**src/rtl/sff_pkg.sv**
```systemverilog
// Shared constants, source codes and trigger decode for the serial FIFO
// flag controller. Assumes 2-bit trigger fields and at most 8-bit counts.
package sff_pkg;

    localparam int NFLAG = 6;

    // Flag positions inside the status register (software visible).
    localparam int FL_TXE = 0;
    localparam int FL_RXF = 1;
    localparam int FL_RDY = 2;
    localparam int FL_ERR = 3;
    localparam int FL_BRK = 4;
    localparam int FL_OVR = 5;

    // Register select codes.
    localparam logic [1:0] SEL_STATUS = 2'd0;
    localparam logic [1:0] SEL_CTRL   = 2'd1;
    localparam logic [1:0] SEL_COUNT  = 2'd2;

    // Interrupt source numbers, in falling priority.
    typedef enum logic [2:0] {
        SRC_NONE = 3'd0,
        SRC_ERR  = 3'd1,
        SRC_RXD  = 3'd2,
        SRC_BO   = 3'd3,
        SRC_TX   = 3'd4
    } src_e;

    // Transmit trigger: flag when this many bytes or fewer remain.
    function automatic int tx_trig(input logic [1:0] s);
        case (s)
            2'd0:    return 8;
            2'd1:    return 4;
            2'd2:    return 2;
            default: return 1;
        endcase
    endfunction

    // Receive trigger: flag when at least this many bytes are held.
    function automatic int rx_trig(input logic [1:0] s);
        case (s)
            2'd0:    return 1;
            2'd1:    return 4;
            2'd2:    return 8;
            default: return 14;
        endcase
    endfunction

endpackage

```
**src/rtl/sff_level_cnt.sv**
```systemverilog
// Mirrors the fill level of one FIFO from its push and pop strobes.
// Assumes each strobe is one byte per cycle; a push on a full FIFO and a
// pop on an empty one are dropped, judged on the count before the edge.
module sff_level_cnt #(
    parameter int DEPTH = 16,
    parameter int CW    = $clog2(DEPTH + 1)
) (
    input  logic          clk,
    input  logic          rst_n,
    input  logic          push,
    input  logic          pop,
    output logic [CW-1:0] level
);

    logic push_ok;
    logic pop_ok;

    // Accept strobes only when the FIFO can honour them.
    always_comb begin
        push_ok = push && (level < CW'(DEPTH));
        pop_ok  = pop  && (level != '0);
    end

    // Move the level by the accepted strobes.
    always_ff @(posedge clk) begin
        if (!rst_n) begin
            level <= '0;
        end else if (push_ok && !pop_ok) begin
            level <= level + 1'b1;
        end else if (pop_ok && !push_ok) begin
            level <= level - 1'b1;
        end
    end

endmodule

```
**src/rtl/sff_flag_bank.sv**
```systemverilog
// Holds the status flags and their read-then-write-zero clearing.
// Assumes set_in is a level condition for bits in LEVEL_MASK (clear wins,
// the flag returns next cycle) and a one-cycle event elsewhere (set wins).
module sff_flag_bank #(
    parameter int            NF         = 6,
    parameter logic [NF-1:0] LEVEL_MASK = '0
) (
    input  logic          clk,
    input  logic          rst_n,
    input  logic [NF-1:0] set_in,
    input  logic          st_rd,
    input  logic          st_wr,
    input  logic [NF-1:0] wbits,
    output logic [NF-1:0] flags
);

    for (genvar i = 0; i < NF; i++) begin : g_flag
        logic flag_q;
        logic armed_q;
        logic clr;

        assign clr      = st_wr && !wbits[i] && armed_q;
        assign flags[i] = flag_q;

        // Remember that software has seen this flag as 1.
        always_ff @(posedge clk) begin
            if (!rst_n) begin
                armed_q <= 1'b0;
            end else if (clr) begin
                armed_q <= 1'b0;
            end else if (st_rd && flag_q) begin
                armed_q <= 1'b1;
            end
        end

        if (LEVEL_MASK[i]) begin : g_level
            // Threshold flag: a clear wins for one cycle, then the level re-sets it.
            always_ff @(posedge clk) begin
                if (!rst_n) begin
                    flag_q <= 1'b0;
                end else if (clr) begin
                    flag_q <= 1'b0;
                end else if (set_in[i]) begin
                    flag_q <= 1'b1;
                end
            end
        end else begin : g_event
            // Event flag: a new event beats a simultaneous clear.
            always_ff @(posedge clk) begin
                if (!rst_n) begin
                    flag_q <= 1'b0;
                end else if (set_in[i]) begin
                    flag_q <= 1'b1;
                end else if (clr) begin
                    flag_q <= 1'b0;
                end
            end
        end
    end

endmodule

```
**src/rtl/sff_irq_map.sv**
```systemverilog
// Groups the flags onto four gated interrupt lines, derives the two DMA
// requests from the data lines only, and encodes the top pending source.
// Assumes flag order from sff_pkg and enables ordered err, rxd, bo, tx.
module sff_irq_map
    import sff_pkg::*;
(
    input  logic [NFLAG-1:0] flags,
    input  logic [3:0]       en,
    output logic [3:0]       lines,
    output logic [1:0]       dma,
    output logic [2:0]       src
);

    // Gate each grouped condition by its enable.
    always_comb begin
        lines[0] = en[0] & flags[FL_ERR];
        lines[1] = en[1] & (flags[FL_RXF] | flags[FL_RDY]);
        lines[2] = en[2] & (flags[FL_BRK] | flags[FL_OVR]);
        lines[3] = en[3] & flags[FL_TXE];
    end

    // Only receive data and transmit space may move data by DMA.
    always_comb begin
        dma = {lines[3], lines[1]};
    end

    // Fixed priority: error, receive data, break/overrun, transmit.
    always_comb begin
        if (lines[0])      src = SRC_ERR;
        else if (lines[1]) src = SRC_RXD;
        else if (lines[2]) src = SRC_BO;
        else if (lines[3]) src = SRC_TX;
        else               src = SRC_NONE;
    end

endmodule

```
**src/rtl/sfifo_flag_ctrl.sv**
```systemverilog
// Top of the serial FIFO flag and interrupt controller: two level counters,
// the flag bank, the interrupt map and the register decode.
// Assumes the FIFO storage is elsewhere and the strobes match its traffic.
module sfifo_flag_ctrl
    import sff_pkg::*;
#(
    parameter int DEPTH = 16,
    parameter int CW    = $clog2(DEPTH + 1)
) (
    input  logic        clk,
    input  logic        rst_n,
    input  logic        tx_push,
    input  logic        tx_pop,
    input  logic        rx_push,
    input  logic        rx_pop,
    input  logic        rx_err_evt,
    input  logic        rx_brk_evt,
    input  logic        rx_ovr_evt,
    input  logic        rx_idle_evt,
    input  logic [1:0]  reg_sel,
    input  logic        reg_wr,
    input  logic        reg_rd,
    input  logic [15:0] reg_wdata,
    output logic [15:0] reg_rdata,
    output logic        irq_err,
    output logic        irq_rxd,
    output logic        irq_bo,
    output logic        irq_tx,
    output logic        dma_rx_req,
    output logic        dma_tx_req,
    output logic [2:0]  irq_src
);

    localparam logic [NFLAG-1:0] LEVEL_FLAGS = NFLAG'((1 << FL_TXE) | (1 << FL_RXF));

    logic [CW-1:0]    tx_lvl;
    logic [CW-1:0]    rx_lvl;
    logic [7:0]       ctrl_q;
    logic [NFLAG-1:0] set_vec;
    logic [NFLAG-1:0] flags;
    logic [3:0]       lines;
    logic [1:0]       dma;
    logic             st_rd;
    logic             st_wr;
    logic             unused_hi;

    assign unused_hi = ^reg_wdata[15:8];

    sff_level_cnt #(.DEPTH(DEPTH), .CW(CW)) u_tx_cnt (
        .clk(clk), .rst_n(rst_n), .push(tx_push), .pop(tx_pop), .level(tx_lvl)
    );

    sff_level_cnt #(.DEPTH(DEPTH), .CW(CW)) u_rx_cnt (
        .clk(clk), .rst_n(rst_n), .push(rx_push), .pop(rx_pop), .level(rx_lvl)
    );

    // Control register: trigger selects and interrupt enables.
    always_ff @(posedge clk) begin
        if (!rst_n) begin
            ctrl_q <= '0;
        end else if (reg_wr && reg_sel == SEL_CTRL) begin
            ctrl_q <= reg_wdata[7:0];
        end
    end

    // Status register access strobes.
    always_comb begin
        st_rd = reg_rd && (reg_sel == SEL_STATUS);
        st_wr = reg_wr && (reg_sel == SEL_STATUS);
    end

    // Set conditions: threshold levels and receiver events.
    always_comb begin
        set_vec         = '0;
        set_vec[FL_TXE] = int'(tx_lvl) <= tx_trig(ctrl_q[1:0]);
        set_vec[FL_RXF] = int'(rx_lvl) >= rx_trig(ctrl_q[3:2]);
        set_vec[FL_RDY] = rx_idle_evt && (rx_lvl != '0);
        set_vec[FL_ERR] = rx_err_evt;
        set_vec[FL_BRK] = rx_brk_evt;
        set_vec[FL_OVR] = rx_ovr_evt;
    end

    sff_flag_bank #(.NF(NFLAG), .LEVEL_MASK(LEVEL_FLAGS)) u_flags (
        .clk(clk), .rst_n(rst_n), .set_in(set_vec), .st_rd(st_rd),
        .st_wr(st_wr), .wbits(reg_wdata[NFLAG-1:0]), .flags(flags)
    );

    sff_irq_map u_irq (
        .flags(flags), .en(ctrl_q[7:4]), .lines(lines), .dma(dma), .src(irq_src)
    );

    // Drive the named interrupt and DMA outputs.
    always_comb begin
        irq_err    = lines[0];
        irq_rxd    = lines[1];
        irq_bo     = lines[2];
        irq_tx     = lines[3];
        dma_rx_req = dma[0];
        dma_tx_req = dma[1];
    end

    // Read mux over status, control and count registers.
    always_comb begin
        case (reg_sel)
            SEL_STATUS: reg_rdata = 16'(flags);
            SEL_CTRL:   reg_rdata = {8'h00, ctrl_q};
            SEL_COUNT:  reg_rdata = {8'(tx_lvl), 8'(rx_lvl)};
            default:    reg_rdata = 16'h0000;
        endcase
    end

endmodule

```
**config.mk**
```make
export PLATFORM = sky130hd
export DESIGN_NAME = sfifo_flag_ctrl
export DESIGN_NICKNAME = d
export VERILOG_FILES = /design/src/rtl/sff_pkg.sv /design/src/rtl/sff_level_cnt.sv /design/src/rtl/sff_flag_bank.sv /design/src/rtl/sff_irq_map.sv /design/src/rtl/sfifo_flag_ctrl.sv
export SDC_FILE = /design/constraint.sdc
export NUM_CORES = 1
export LEC_CHECK = 0
export BUFFER_PORTS_ARGS = -buffer_cell sky130_fd_sc_hd__buf_2
export CAP_MARGIN = 20
export CORE_MARGIN = 2
export CORE_UTILIZATION = 45
export DETAILED_ROUTE_END_ITERATION = 7
export PLACE_DENSITY = 0.72
export SLEW_MARGIN = 0
export SYNTH_ARGS = -nofsm -noshare
export SYNTH_HDL_FRONTEND = slang
export SYNTH_SLANG_ARGS = --single-unit
```
**constraint.sdc**
```tcl
create_clock -name clk -period 2.36 [get_ports clk]
set_clock_uncertainty 0.2 [all_clocks]
set_input_delay 0.118 -clock clk [delete_from_list [all_inputs] [get_ports clk]]
set_output_delay 0.118 -clock clk [all_outputs]
set_load 0.005 [all_outputs]
```
After elaboration in Yosys (flattened, before gate mapping)
Cells that the tools add are included.
{"block": "totals", "memories": 0, "romBits": 0, "ramBits": 0, "in_bits": 30, "output_inout_bits": 25, "reg_bits": 30, "latch_bits": 0}
{"block": "classes", "mul": 0, "n_lt_le_gt_ge": 4, "n_eq_ne": 6, "muxes": 19, "n_addsub": 4, "n_shift": 0, "n_reduce_logical": 57, "div": 0, "n_bitwise": 7}
{"operator": "case mux 13 bit (3 select lines)", "n": 1}
{"operator": "greater-or-equal comparator 6 x 32 -> 1 bit", "n": 1}
{"operator": "<= comparator 6 x 32 -> 1 bit", "n": 1}
{"operator": "logical AND 1 bit", "n": 30}
{"operator": "case mux 4 bit (3 select lines)", "n": 2}
{"operator": "two-way mux 5 bit", "n": 4}
{"operator": "two-way mux 3 bit", "n": 4}
{"operator": "nonzero test 2 bit", "n": 6}
{"operator": "OR reduction 2 bit", "n": 6}
{"operator": "adder 5 x 1 -> 5 bit, second input constant", "n": 2}
{"operator": "zero test 1 bit", "n": 10}
{"operator": "less-than comparator 5 bit, second input constant", "n": 2}
{"operator": "nonzero test 5 bit", "n": 2}
{"operator": "subtractor 5 x 1 -> 5 bit, second input constant", "n": 2}
{"operator": "two-way mux 1 bit", "n": 8}
{"operator": "== test 2 x 1 -> 1 bit, second input constant", "n": 3}
{"operator": "== test 2 bit, second input constant", "n": 3}
{"operator": "zero test 2 bit", "n": 3}
{"operator": "bitwise AND 1 bit", "n": 4}
{"operator": "OR 1 bit", "n": 2}
{"operator": "inverter 1 bit", "n": 1}

Logic depth before layout (Yosys ltp)
{"block": "logic_depth", "depth_word": 6, "depth_mapped": 10}

By module
Synthesis repeated with hierarchy kept, for this count alone.
{"block": "hier_totals", "hier_cells": 247, "hier_area_um2": 2172.1}
{"mod": "sfifo_flag_ctrl", "seq_area_each_um2": 160.2, "instances": 1, "cells_each": 101, "area_each_um2": 820.8}
{"mod": "sff_level_cnt", "seq_area_each_um2": 100.1, "instances": 2, "cells_each": 37, "area_each_um2": 341.6}
{"mod": "sff_flag_bank", "seq_area_each_um2": 240.2, "instances": 1, "cells_each": 60, "area_each_um2": 595.6}
{"mod": "sff_irq_map", "seq_area_each_um2": 0.0, "instances": 1, "cells_each": 12, "area_each_um2": 72.6}

Least setup slack after synthesis
Ideal clock, no wire load.
{"block": "synth_timing", "kind": "register to register", "startpoint": "register u_tx_cnt.level[0]", "endpoint": "register u_tx_cnt.level[4]", "n_path_buf": 0, "required_time_ps": 2088, "arrival_time_ps": 2187, "setup_ps": 72, "setup_slack_ps": -98, "stages_incl_launch_ff": 10, "cell_sequence": "dfxtp_1 > or4_1 > o21ai_0 > ha_1 > inv_1 > ha_1 > a21oi_1 > a211oi_1 > a31oi_1 > mux2i_1"}
{"block": "synth_between", "elab_chain_cells": 5, "elab_cells_between_ends": 13, "cone_classes": "add/sub (2); order compare (1); mux (2); reduce/logical (8)"}
{"item": "start, declared", "line": "sff_level_cnt.sv:12", "rtl": "output logic [CW-1:0] level"}
{"item": "start signal, assigned", "line": "sff_level_cnt.sv:29", "rtl": "level <= level + 1'b1;"}
{"item": "start signal, assigned", "line": "sff_level_cnt.sv:31", "rtl": "level <= level - 1'b1;"}
{"item": "less-than comparator 5 bit or nonzero test 5 bit (tied branches)", "line": "sff_level_cnt.sv:20, sff_level_cnt.sv:21"}
{"item": "logical AND 1 bit, on equally long branches", "line": "sff_level_cnt.sv:20, sff_level_cnt.sv:21"}
{"item": "zero test 1 bit, on equally long branches", "line": "sff_level_cnt.sv:30, sff_level_cnt.sv:28"}
{"item": "logical AND 1 bit, on equally long branches", "line": "sff_level_cnt.sv:30, sff_level_cnt.sv:28"}
{"item": "nonzero test 2 bit (no source line) or two-way mux 5 bit (tied branches)"}
Parallel ways exist; a longest one is shown, timed or not. The select of a mux whose other input is x is not followed.
A chain may end at the register's enable or synchronous reset.

Worst setup path after layout
Ends and elaborated chain as after synthesis.

==> out/metrics.json <==
{
  "outcome": {"value": "complete, no violations"},
  "finalSetupViolCount": {"value": 0},
  "layout-drive-gt1-share": {"value": 0.249},
  "die_x": {"value": 70.2, "unit": "um"},
  "tritoncts.num_buffers": {"value": 5},
  "place_ws": {"value": -39.9, "unit": "ps"},
  "power_density": {"value": 1010, "unit": "nW/um2"},
  "power.share.sequential": {"value": 0.270},
  "crit_type": {"value": "reg2reg"},
  "finalPower": {"value": 0.00264, "unit": "W"},
  "report.final.slew_viol_count": {"value": 0},
  "layout_min_cycle_time": {"value": 2360, "unit": "ps"},
  "grt_first_pass_wirelength": {"value": 8.03, "unit": "mm"},
  "final_nets": {"value": 365},
  "setup_repair_after_global_routing_missed_its_margin": {"value": "yes"},
  "hold_depth": {"value": 3},
  "number_of_antenna_violations_at_the_first_check_in_global_routing": {"value": 0},
  "n_antenna_cell": {"value": 0},
  "tritoncts": {"value": "yes"},
  "placed_cells": {"value": 341},
  "ys_warn_count": {"value": 0},
  "power.leakage": {"value": 1.16, "unit": "nW"},
  "number_of_clock_sinks_seen_by_cts": {"value": 30},
  "xor_xnor_portion_of_the_synthesized_cell_area": {"value": 0.0222},
  "mostFrequentLayoutCell": {"value": "sky130_fd_sc_hd__buf_2"},
  "remaining_drc_errors": {"value": 0},
  "clkPwrFrac": {"value": 0.163},
  "ys_ff_latch": {"value": 30},
  "peakVddDrop": {"value": 425, "unit": "uV"},
  "fin_ws": {"value": 2.10, "unit": "ps"},
  "global_route.overflow_total": {"value": 0},
  "layout.filler_cells": {"value": 383},
  "die_y": {"value": 70.2, "unit": "um"},
  "syn-cell-area": {"value": 1970, "unit": "um2"},
  "synth_cell_types": {"value": 42},
  "report.final.hold_viol_count": {"value": 0},
  "hp-class": {"value": "in2reg"},
  "drt_first_iter_violations": {"value": 132},
  "maxCapViolations": {"value": 0},
  "initial_utilization": {"value": 0.459},
  "synth_top_family_by_area": {"value": "simple AND/OR/NAND/NOR gates"},
  "io_pins": {"value": 55},
  "total_die_area": {"value": 4920, "unit": "um2"},
  "timing.final.crit_share": {"value": 0.999},
  "clock_insertion_delay_worst_skew": {"value": 280, "unit": "ps"},
  "cpMaxStageDelayCell": {"value": "sky130_fd_sc_hd__or4_1"},
  "post_synth_fa_ha_maj_area_fraction": {"value": 0.128},
  "layout_common_cells": {"value": "sky130_fd_sc_hd__buf_2, sky130_fd_sc_hd__dfxtp_1, sky130_fd_sc_hd__nor2_1"},
  "routabilityCongestion": {"value": 0.857},
  "rr_worst_depth": {"value": 9},
  "detail_route.wirelength": {"value": 4.88, "unit": "mm"},
  "routedWlPerCell": {"value": 13.2, "unit": "um"},
  "worst_setup_path_start_kind": {"value": "flop"},
  "synth_simple_gate_area_frac": {"value": 0.242},
  "ctsHtreeMaxLevel": {"value": 2},
  "power_switching_share": {"value": 0.394},
  "synth.yosys.seq_area_share": {"value": 0.305},
  "port_buffers": {"value": 43},
  "track_usage": {"value": 0.205},
  "worst_ep_arrival_time": {"value": 2320, "unit": "ps"},
  "net-switching-power": {"value": 0.00104, "unit": "W"},
  "combinational_share_of_power": {"value": 0.567},
  "grt_pass1_vias": {"value": 1756},
  "post_synth_mux_area_share": {"value": 0.0457},
  "critical-path-max-stage-delay": {"value": 510, "unit": "ps"},
  "core-area": {"value": 4290, "unit": "um2"},
  "avg_vias_per_cell": {"value": 5.14},
  "place_hpwl": {"value": 3.35, "unit": "mm"},
  "cp_cell_sequence": {"value": "or4_1, o21ai_1, ha_2, inv_2, ha_4, nand3b_1, a211oi_2, a31oi_1, mux2i_1"},
  "ctsLongestPathBuffers": {"value": 2},
  "placement_rows": {"value": 24},
  "ant_nets": {"value": 0},
  "syn_to_final_growth": {"value": 32.4, "unit": "%"},
  "relSlewSlack": {"value": 0.588},
  "final_core_utilization": {"value": 0.608},
  "timing.fmax": {"value": 424, "unit": "MHz"},
  "crit_required": {"value": 2320, "unit": "ps"},
  "postSynthCellCount": {"value": 246},
  "syn_area_per_cell": {"value": 8.01, "unit": "um2"},
  "drt_pre_antenna_iters": {"value": 4},
  "cts.clk_slew.worst_paths": {"value": 60, "unit": "ps"},
  "tightest_slew": {"value": 617, "unit": "ps"},
  "fin_worst_hold_slack": {"value": 14.4, "unit": "ps"},
  "path_max_fanout": {"value": 5},
  "critical_path.endpoint_type": {"value": "flop"},
  "cell_internal_pwr": {"value": 0.00160, "unit": "W"},
  "stdcell_count": {"value": 369},
  "grt_start_max_net_pins": {"value": 14},
  "via_count": {"value": 1896},
  "synth-compound-area-share": {"value": 0.175},
  "clockRootBuffer": {"value": "sky130_fd_sc_hd__clkbuf_8"}
}
## flip-flops by register name, indices dropped and copies added, names as in the netlist
name / flops
ctrl_q: 8
u_tx_cnt.level: 5
u_flags.g_flag.armed_q: 6
u_flags.g_flag.flag_q: 6
u_rx_cnt.level: 5
## cell type report
type / count / area [um2] / area share
timing repair buffer: 77 / 520 / 0.199
clock buffer: 7 / 86.3 / 0.0331
sequential: 30 / 602 / 0.231
tap: 52 / 65.1 / 0.0249
inverter: 13 / 48.8 / 0.0187
clock inverter: 1 / 5.00 / 0.00192
multi-input combinational: 189 / 1280 / 0.491
## power groups by stage
| stage | clock (W) | sequential [W] | combinational (W) |
|---|---|---|---|
| after floorplan | 0 | 0.000741 | 0.000958 |
| after global placement | 0 | 0.000718 | 0.00135 |
| after detailed placement | 0 | 0.000718 | 0.00138 |
| after CTS | 0.000437 | 0.000711 | 0.00143 |
| after global routing | 0.000463 | 0.000729 | 0.00169 |
| final | 0.000429 | 0.000714 | 0.00150 |
## stage by stage
stage	instance area (um2)	TNS (ps)
6_report	2610	0
5_1_grt	2610	-152
4_1_cts	2570	0
3_5_place_dp	2270	-42.1
3_3_place_gp	2270	0
2_1_floorplan	2000	0
## path summary, 6_finish.rpt
path / slack (ps) / to / start
worst max-delay path: 2 / u_tx_cnt.level[4] / u_tx_cnt.level[0]
worst min-delay path: 10 / ctrl_q[1] / reg_wr
worst max register to register: 2 / u_tx_cnt.level[4] / u_tx_cnt.level[0]
worst min register to register: 260 / u_flags.g_flag[0].flag_q / u_flags.g_flag[0].armed_q
## Yosys cell counts
| cell | count | share of area |
|---|---|---|
| sky130_fd_sc_hd__dfxtp_1 | 30 | 0.30 |
| sky130_fd_sc_hd__nor2_1 | 24 | 0.046 |
| sky130_fd_sc_hd__a21oi_1 | 23 | 0.058 |
| sky130_fd_sc_hd__nand2_1 | 22 | 0.042 |
| sky130_fd_sc_hd__ha_1 | 17 | 0.11 |
| sky130_fd_sc_hd__o21ai_0 | 16 | 0.041 |
| sky130_fd_sc_hd__inv_1 | 13 | 0.025 |
| sky130_fd_sc_hd__nand3_1 | 13 | 0.033 |
| sky130_fd_sc_hd__and2_1 | 9 | 0.029 |
| sky130_fd_sc_hd__mux2i_1 | 9 | 0.046 |
| sky130_fd_sc_hd__nand2b_1 | 6 | 0.019 |
| sky130_fd_sc_hd__a211oi_1 | 5 | 0.019 |
| sky130_fd_sc_hd__buf_4 | 5 | 0.019 |
| sky130_fd_sc_hd__clkbuf_1 | 5 | 0.0095 |
| sky130_fd_sc_hd__nand3b_1 | 5 | 0.019 |
| sky130_fd_sc_hd__nor2b_1 | 5 | 0.016 |
| sky130_fd_sc_hd__buf_6 | 4 | 0.023 |
| sky130_fd_sc_hd__o21a_1 | 4 | 0.015 |
| sky130_fd_sc_hd__xor2_1 | 4 | 0.018 |
| sky130_fd_sc_hd__a21boi_0 | 2 | 0.0076 |
| sky130_fd_sc_hd__fa_1 | 2 | 0.020 |
| sky130_fd_sc_hd__nor3_1 | 2 | 0.0051 |
| sky130_fd_sc_hd__o211ai_1 | 2 | 0.0076 |
| sky130_fd_sc_hd__a21boi_1 | 1 | 0.0038 |
| sky130_fd_sc_hd__a21o_1 | 1 | 0.0038 |
| sky130_fd_sc_hd__a31oi_1 | 1 | 0.0032 |
| sky130_fd_sc_hd__and3_1 | 1 | 0.0032 |
| sky130_fd_sc_hd__buf_1 | 1 | 0.0019 |
| sky130_fd_sc_hd__buf_2 | 1 | 0.0025 |
| sky130_fd_sc_hd__conb_1 | 1 | 0.0019 |
| sky130_fd_sc_hd__nand4_1 | 1 | 0.0032 |
| sky130_fd_sc_hd__nand4b_1 | 1 | 0.0044 |
| sky130_fd_sc_hd__nor2_2 | 1 | 0.0032 |
| sky130_fd_sc_hd__nor3b_1 | 1 | 0.0038 |
| sky130_fd_sc_hd__o311a_1 | 1 | 0.0051 |
| sky130_fd_sc_hd__o31ai_1 | 1 | 0.0038 |
| sky130_fd_sc_hd__o31ai_2 | 1 | 0.0063 |
| sky130_fd_sc_hd__or2_2 | 1 | 0.0032 |
| sky130_fd_sc_hd__or3_1 | 1 | 0.0032 |
| sky130_fd_sc_hd__or3b_4 | 1 | 0.0057 |
| sky130_fd_sc_hd__or4_1 | 1 | 0.0038 |
| sky130_fd_sc_hd__xnor2_1 | 1 | 0.0044 |
## worst max-delay path, delay by kind of cell, from the launching register on
family	cells	cell delay, ps
adder cells (fa/ha/maj)	2	500
AO/OA/AOI/OAI	3	410
AND/OR/NAND/NOR	2	620
multiplexers	1	120
buffers and inverters	1	80
flip-flops	1	300
## kinds of logic (layout without fill, tap and decap cells)
logic type,count (synthesis),after routing
AND/OR/NAND/NOR,95,95
AO/OA/AOI/OAI,58,58
flip-flops,30,30
buffers and inverters,29,98
adder cells (fa/ha/maj),19,19
multiplexers,9,9
XOR/XNOR,5,5
other,1,3
## per-layer routing
layer,GRT usage,vias up,part of all wire
li1,-,977,-
met1,0.254,859,0.45
met2,0.350,58,0.49
met3,0.0476,2,0.058
met4,0.0705,0,0.0043
met5,0,-,0
## what timing repair did
item | in CTS | in global routing
hold buffers | 20 | 0
pin swaps | 0 | 0
gates resized for setup | 2 | 7
buffers inserted | 0 | 0
endpoints found under the setup margin | 3 | 3
hold endpoints to repair | 19 | 0
Note: power is estimated with default switching activity, not from simulation.
